## src/rtl/pld_mc_pkg.sv

```systemverilog
// Package: shared encodings for the macrocell bank.
// Assumes the two-bit mode and role encodings listed in the brief.
package pld_mc_pkg;

    typedef enum logic [1:0] {
        MODE_REG      = 2'd0,
        MODE_CPLX     = 2'd1,
        MODE_SIMP     = 2'd2,
        MODE_SIMP_ALT = 2'd3
    } mode_e;

    typedef enum logic [1:0] {
        ROLE_REG  = 2'd0,
        ROLE_CIO  = 2'd1,
        ROLE_COUT = 2'd2,
        ROLE_DIN  = 2'd3
    } role_e;

    typedef struct packed {
        logic  invert;
        role_e role;
    } cell_cfg_t;

    localparam int CFG_W = $bits(cell_cfg_t);

    // True for both encodings of the simple style.
    function automatic logic is_simple(mode_e m);
        return (m == MODE_SIMP) || (m == MODE_SIMP_ALT);
    endfunction

endpackage

```

## src/rtl/pld_mc_cell.sv

```systemverilog
// Module: one output macrocell.
// Holds a single register, applies polarity, and picks the pin value
// and drive enable from the role and the global mode.
// Assumes: synchronous active-low reset; reg_oe is already active-high.
module pld_mc_cell
    import pld_mc_pkg::*;
(
    input  logic      clk,
    input  logic      rst_n,
    input  mode_e     mode,
    input  cell_cfg_t cfg,
    input  logic      sum_term,
    input  logic      oe_term,
    input  logic      reg_oe,
    input  logic      pin_ext,
    output logic      pin_out,
    output logic      pin_oe,
    output logic      pin_lvl,
    output logic      q_out
);

    logic term;
    logic q;
    logic load;

    assign term = sum_term ^ cfg.invert;
    assign load = (mode == MODE_REG) && (cfg.role == ROLE_REG);

    // Register: clears on reset, loads the term only when clocked role is live.
    always_ff @(posedge clk) begin
        if (!rst_n) begin
            q <= 1'b0;
        end else if (load) begin
            q <= term;
        end
    end

    // Output select: pin value and drive enable per role and mode.
    always_comb begin
        pin_out = term;
        pin_oe  = 1'b1;
        if (load) begin
            pin_out = ~q;
            pin_oe  = reg_oe;
        end else begin
            case (cfg.role)
                ROLE_DIN: pin_oe = 1'b0;
                ROLE_CIO: pin_oe = is_simple(mode) ? 1'b1 : oe_term;
                default:  pin_oe = 1'b1;
            endcase
        end
    end

    assign pin_lvl = pin_oe ? pin_out : pin_ext;
    assign q_out   = q;

endmodule

```

## src/rtl/pld_mc_fb_route.sv

```systemverilog
// Module: feedback selection for all cells.
// Registered mode feeds back the register of clocked cells and the
// pin level of the others. Complex mode blanks the two end cells.
// Simple mode feeds back every pin level.
// Assumes NCELL >= 2.
module pld_mc_fb_route
    import pld_mc_pkg::*;
#(
    parameter int NCELL = 8
) (
    input  mode_e              mode,
    input  logic [NCELL-1:0]   reg_sel,
    input  logic [NCELL-1:0]   q,
    input  logic [NCELL-1:0]   lvl,
    output logic [NCELL-1:0]   fb
);

    localparam int LAST = NCELL - 1;

    for (genvar i = 0; i < NCELL; i++) begin : g_fb
        localparam bit END_CELL = (i == 0) || (i == LAST);
        logic cplx_fb;
        // Per-cell route: end cells have no pin path in complex mode.
        assign cplx_fb = END_CELL ? 1'b0 : lvl[i];
        assign fb[i] = (mode == MODE_REG)  ? (reg_sel[i] ? q[i] : lvl[i]) :
                       (mode == MODE_CPLX) ? cplx_fb : lvl[i];
    end

endmodule

```

## src/rtl/pld_macrocell_bank.sv

```systemverilog
// Module: top of the configurable macrocell bank.
// Instantiates NCELL cells and the feedback router. It also routes the
// two dedicated pins to the array outside registered mode.
// Assumes: clk is the dedicated clock pin and pin11_n is active-low.
module pld_macrocell_bank
    import pld_mc_pkg::*;
#(
    parameter int NCELL = 8
) (
    input  logic                    clk,
    input  logic                    rst_n,
    input  logic [1:0]              glob_mode,
    input  logic [NCELL*CFG_W-1:0]  cell_cfg,
    input  logic [NCELL-1:0]        sum_in,
    input  logic [NCELL-1:0]        oe_term,
    input  logic                    pin1_lvl,
    input  logic                    pin11_n,
    input  logic [NCELL-1:0]        pin_ext,
    output logic [NCELL-1:0]        pin_out,
    output logic [NCELL-1:0]        pin_oe,
    output logic [NCELL-1:0]        fb_out,
    output logic [1:0]              aux_in
);

    mode_e            mode;
    logic [NCELL-1:0] reg_q;
    logic [NCELL-1:0] pin_lvl;
    logic [NCELL-1:0] reg_sel;

    assign mode = mode_e'(glob_mode);

    for (genvar i = 0; i < NCELL; i++) begin : g_cell
        cell_cfg_t cfg_i;
        assign cfg_i      = cell_cfg_t'(cell_cfg[i*CFG_W +: CFG_W]);
        assign reg_sel[i] = (cfg_i.role == ROLE_REG);

        pld_mc_cell i_cell (
            .clk      (clk),
            .rst_n    (rst_n),
            .mode     (mode),
            .cfg      (cfg_i),
            .sum_term (sum_in[i]),
            .oe_term  (oe_term[i]),
            .reg_oe   (~pin11_n),
            .pin_ext  (pin_ext[i]),
            .pin_out  (pin_out[i]),
            .pin_oe   (pin_oe[i]),
            .pin_lvl  (pin_lvl[i]),
            .q_out    (reg_q[i])
        );
    end

    pld_mc_fb_route #(.NCELL(NCELL)) i_fb (
        .mode    (mode),
        .reg_sel (reg_sel),
        .q       (reg_q),
        .lvl     (pin_lvl),
        .fb      (fb_out)
    );

    // Dedicated pins reach the array only when they are not clock and enable.
    assign aux_in = (mode == MODE_REG) ? 2'b00 : {pin11_n, pin1_lvl};

endmodule

```

## config.mk

```make
export PLATFORM = sky130hd
export DESIGN_NAME = pld_macrocell_bank
export DESIGN_NICKNAME = d
export VERILOG_FILES = /design/src/rtl/pld_mc_pkg.sv /design/src/rtl/pld_mc_cell.sv /design/src/rtl/pld_mc_fb_route.sv /design/src/rtl/pld_macrocell_bank.sv
export SDC_FILE = /design/constraint.sdc
export NUM_CORES = 1
export LEC_CHECK = 0
export BUFFER_PORTS_ARGS = -buffer_cell sky130_fd_sc_hd__buf_2
export CAP_MARGIN = 20
export CORE_UTILIZATION = 36
export DETAILED_ROUTE_END_ITERATION = 10
export PLACE_DENSITY = 0.76
export REMOVE_ABC_BUFFERS = 1
export SYNTH_ARGS = -nofsm -noshare
export SYNTH_HDL_FRONTEND = slang
export SYNTH_SLANG_ARGS = --single-unit
```

## constraint.sdc

```tcl
create_clock -name clk -period 0.96 [get_ports clk]
set_clock_uncertainty 0.1 [all_clocks]
set_input_delay 0 -clock clk [delete_from_list [all_inputs] [get_ports clk]]
set_output_delay 0 -clock clk [all_outputs]
set_load 0.005 [all_outputs]
```

---- Yosys cells after proc, flatten, opt, wreduce, memory -nomap -nowiden ----
Cells that the tools add are included.
word-level totals
  input port bits ......................... 54
  bits in registers ....................... 8
  logic and storage cells ................. 121
  output and inout bits ................... 26
cells by class
  bitwise operators ....................... 17
  multiplexer cells ....................... 59
  equality and inequality tests ........... 19
  reduce and logical (&&, ||, !) cells .... 18
operators by type and width
  cell                                                  count
  two-way mux 1 bit                                     50
  equality test 2 bit (second input constant)           10
  equality test 2 x 1 -> 1 bit (second input constant)  9
  logical NOT 2 bit                                     9
  one-hot mux 1 bit (2 select lines)                    8
  NOT 1 bit                                             9
  logical AND 1 bit                                     8
  XOR 1 bit                                             8
  two-way mux 2 bit                                     1
  logical OR 1 bit                                      1

---- Depth between registers and ports, before layout ----
  depth in word-level cells ............... 8
  gate-level depth with buffers ........... 6
  gate-level depth less buffers ........... 4

---- Cells and area by module ----
Synthesis repeated with hierarchy kept, for this count alone.
second synthesis, totals
  cell total of the unflattened synthesis .. 112
  area total of the unflattened synthesis .. 1032.2 µm²
modules (own cells, without submodules)
  module              times used  seq. area each (µm²)  cells an instance  area an instance (µm²)
  pld_mc_cell         8           20.0                  10                 96.3
  pld_mc_fb_route     1           0.0                   21                 212.7
  pld_macrocell_bank  1           0.0                   11                 48.8

---- Worst setup path after synthesis ----
Ideal clock, no wire load.
  kind .................................... in2out
  start point ............................. in glob_mode[1]
  end point ............................... out pin_out[1]
  stages on the path ...................... 6
  data required time ...................... 860 ps
  buffers on the path ..................... 2
  arrival time ............................ 941 ps
  path slack .............................. -81 ps
  cells stage by stage .................... or2_2 > buf_6 > nor3_4 > nand2_1 > o21a_1 > buf_4
between the ends
  longest elaborated chain between the ends .. 3
RTL lines
  what               RTL line                  source
  start, declared    pld_macrocell_bank.sv:12  input logic [1:0] glob_mode,
  logical NOT 2 bit  pld_mc_cell.sv:27         assign load = (mode == MODE_REG) && (cfg.role == ROLE_REG);
  logical AND 1 bit  pld_mc_cell.sv:27
  two-way mux 1 bit  pld_mc_cell.sv:42         if (load) begin
  end, declared      pld_macrocell_bank.sv:19  output logic [NCELL-1:0] pin_out,
No other way between the ends.

---- Worst setup path after layout ----
  start point ............................. in glob_mode[1]
  end point ............................... out pin_out[6]
The elaborated chain is that of the path after synthesis.

==> flow_metrics.env <==
export IMPL_synth_compound_area_frac=0.265
export IMPL_tritoncts="yes"
export IMPL_end_kind="primary output"
export IMPL_rsz0062_at_grt="true"
export IMPL_first_global_vias=1132
export IMPL_yosys_area_share_simple=0.273
export IMPL_die_w_um=56.7
export IMPL_die_area_um2=3220
export IMPL_cpPeakStageDelay_ns=0.27
export IMPL_wl_met1_um=1250
export IMPL_timing_rr_start="g_cell[2].i_cell.q_out"
export IMPL_dr_pass1_iters=7
export IMPL_drt_iter0_drc=33
export IMPL_worstMarginPinSlew_ns=0.338
export IMPL_cp_arrival_ns=1.09
export IMPL_via_per_inst=4.86
export IMPL_synth_xor_area_frac=0.0650
export IMPL_path_depth=7
export IMPL_rows=19
export IMPL_drtAntennaViolNets=0
export IMPL_cts_buffers=3
export IMPL_ios=80
export IMPL_post_route_period_util=1.24
export IMPL_syn_area_per_cell_um2=8.04
export IMPL_clock_path_buffers=2
export IMPL_holdPathStages=4
export IMPL_grt_ovfl_total=0
export IMPL_synth_seq_cells=8
export IMPL_p_total_uw=1290
export IMPL_crit_required_ns=0.86
export IMPL_nets=277
export IMPL_synth_distinct_cells=23
export IMPL_syn_inst=134
export IMPL_gp_congestion=0.776
export IMPL_leakage_uw=0.000912
export IMPL_post_drt_wl_per_cell_um=11.3
export IMPL_drcViolationCount=12
export IMPL_hold_path_class="input pin to register"
export IMPL_power_density_nw_per_um2=761
export IMPL_place_ws_ns=-0.268
export IMPL_status="finished, violations left"
export IMPL_floorplan_initialDensity=0.384
export IMPL_rrSetupSlack_ns=0.22
export IMPL_yosys_area_share_adder=0
export IMPL_via_count=1224
export IMPL_cts_clk_slew_worst_paths_ns=0.06
export IMPL_crit_end="pin_out[6]"
export IMPL_fmax_mhz=843
export IMPL_dr_wl_met3_um=190
export IMPL_portBuffers=79
export IMPL_met2_length_um=1400
export IMPL_violations="design-rule violations, negative setup slack"
export IMPL_grt_pass1_wl_um=4480
export IMPL_cts_sinks=8
export IMPL_htree_levels=1
export IMPL_cap_violations=0
export IMPL_core_area_um2=2810
export IMPL_totalNegativeSetupSlack_ns=-3.66
export IMPL_r2r_cells=1
export IMPL_cp_num_buf_inv=4
export IMPL_cp_slowest_cell="or2_4"
export IMPL_synth_top_area_share=0.149
export IMPL_grt_use_total=0.178
export IMPL_max_slew_margin=0.774
export IMPL_yosys_warnings=0
export IMPL_hpwl_um=2060
export IMPL_ir_drop_v=0.000417
export IMPL_routed_wl_um=2860
export IMPL_whs_ns=0.0210
export IMPL_final_max_slew_viol_count=0
export IMPL_post_route_cells_drive_above_1_share=0.593
export IMPL_highest_layer="met4"
export IMPL_cts_root_buf="clkbuf_4"
export IMPL_synth_mux_area_frac=0.0743
export IMPL_synth_area_top_cells="dfxtp_1, nor3_4, buf_4"
export IMPL_areaGrowthSynthToFinish_pct=57.7
export IMPL_path_cells="buf_6 > or2_4 > buf_12 > nor3_4 > buf_4 > o21a_1 > buf_2"
export IMPL_synth_top_family_by_area="simple AND/OR/NAND/NOR gates"
export IMPL_die_y_um=56.7
export IMPL_crit_path_max_fanout=5
export IMPL_startpoint="glob_mode[1]"
export IMPL_clk_latency_ns=0.25
export IMPL_finalSetupViolCount=28
export IMPL_worstSetupPathType="input pin to primary output"
export IMPL_synth_area_um2=1080
export IMPL_timing_rr_end="g_cell[2].i_cell.q_out"
export IMPL_period_needed_ns=1.19
export IMPL_final_common_cell="buf_2"
export IMPL_netSwitchingFraction=0.336
export IMPL_grt_max_degree=12
export IMPL_final_cell_mix="buf_2, buf_4, o21a_1"
export IMPL_p_clk_frac=0.206
export IMPL_layout_setup_ws_ns=-0.226
export IMPL_diodes=0
export IMPL_synth_top_area_cell="dfxtp_1"
export IMPL_hold_violations=0
export IMPL_switching_power_uw=434
export IMPL_largest_reg_flops=8
export IMPL_p_int_uw=858
export IMPL_cp_start_kind="input pin"
export IMPL_comb_power_share=0.524
export IMPL_antenna_found_initial=0
export IMPL_cp_top_family="buffers and inverters"
export IMPL_seq_area_frac_synth=0.149
export IMPL_pwr_share_seq=0.270
-- through the flow --
step                area, um2  std cells   util
CTS                      1630        249  0.579
detailed placement       1460        236  0.521
floorplan                 923        114      -
global route             1700        252  0.606
global placement         1460        236  0.521
finish                   1700        252  0.606
-- worst min path at each step --
stage,startpoint,to,slack [ns]
floorplan,pin11_n,pin_oe[1],-0.05
CTS,sum_in[3],g_cell[3].i_cell.q_out,0.01
global route,cell_cfg[19],g_cell[6].i_cell.q_out,0.03
detailed placement,pin1_lvl,aux_in[0],0.18
global placement,pin1_lvl,aux_in[0],0.18
finish,cell_cfg[19],g_cell[6].i_cell.q_out,0.02
-- layout make-up --
| class | count | area, um2 |
|---|---|---|
| fill | 259 | 1110 |
| multi-input combinational | 97 | 802 |
| timing repair buffer | 104 | 642 |
| sequential | 8 | 160 |
| tap | 31 | 38.8 |
| inverter | 9 | 33.8 |
| clock buffer | 3 | 22.5 |
-- kinds of logic after synthesis --
group	after synthesis
buf+inv	29
mux	8
compound gates	38
flops	8
xor+xnor	8
simple gates	43
-- cell usage after synthesis --
cell and number:
nor4b_1 1, nor3_4 8, o211a_1 8, a221oi_2 2, o21ai_1 2, nor4b_2 1, buf_1 1, nor2_1 12
nand2_1 16, buf_6 2, buf_4 17, and2_2 1, o21ai_0 6, or2_2 1, a21oi_1 6, xnor2_1 8
and2_1 1, inv_1 8, dfxtp_1 8, inv_2 1, nor3b_1 2, mux2i_1 8, o21a_1 14
-- power by group through the flow --
stage | registers (uW) | clock network (uW) | logic, uW
global placement | 357 | 0 | 590
detailed placement | 356 | 0 | 596
finish | 349 | 266 | 677
floorplan | 355 | 0 | 263
CTS | 349 | 279 | 653
global route | 351 | 290 | 744
-- routing by layer --
layer / global-route usage / vias to the layer above
li1: - / 631
met1: 0.213 / 539
met2: 0.327 / 52
met3: 0.0276 / 2
met4: 0.0429 / 0
met5: 0 / -
-- tightest hold or removal path, delay by kind of cell --
kind                   cells  cell delay (ns)
AOI/OAI and AO/OA          1             0.14
buffers and inverters      1             0.11
and+or+nand+nor            2             0.10
-- what timing repair did --
item / CTS / global route
setup buffers: 8 / 4
gates resized for setup: 13 / 13
hold buffers: 1 / 0
pin swaps: 5 / 4
hold endpoints to repair: 8 / 0
cloned: 1 / 0
setup endpoints to repair: 23 / 29
(Power assumes the default switching activity.)
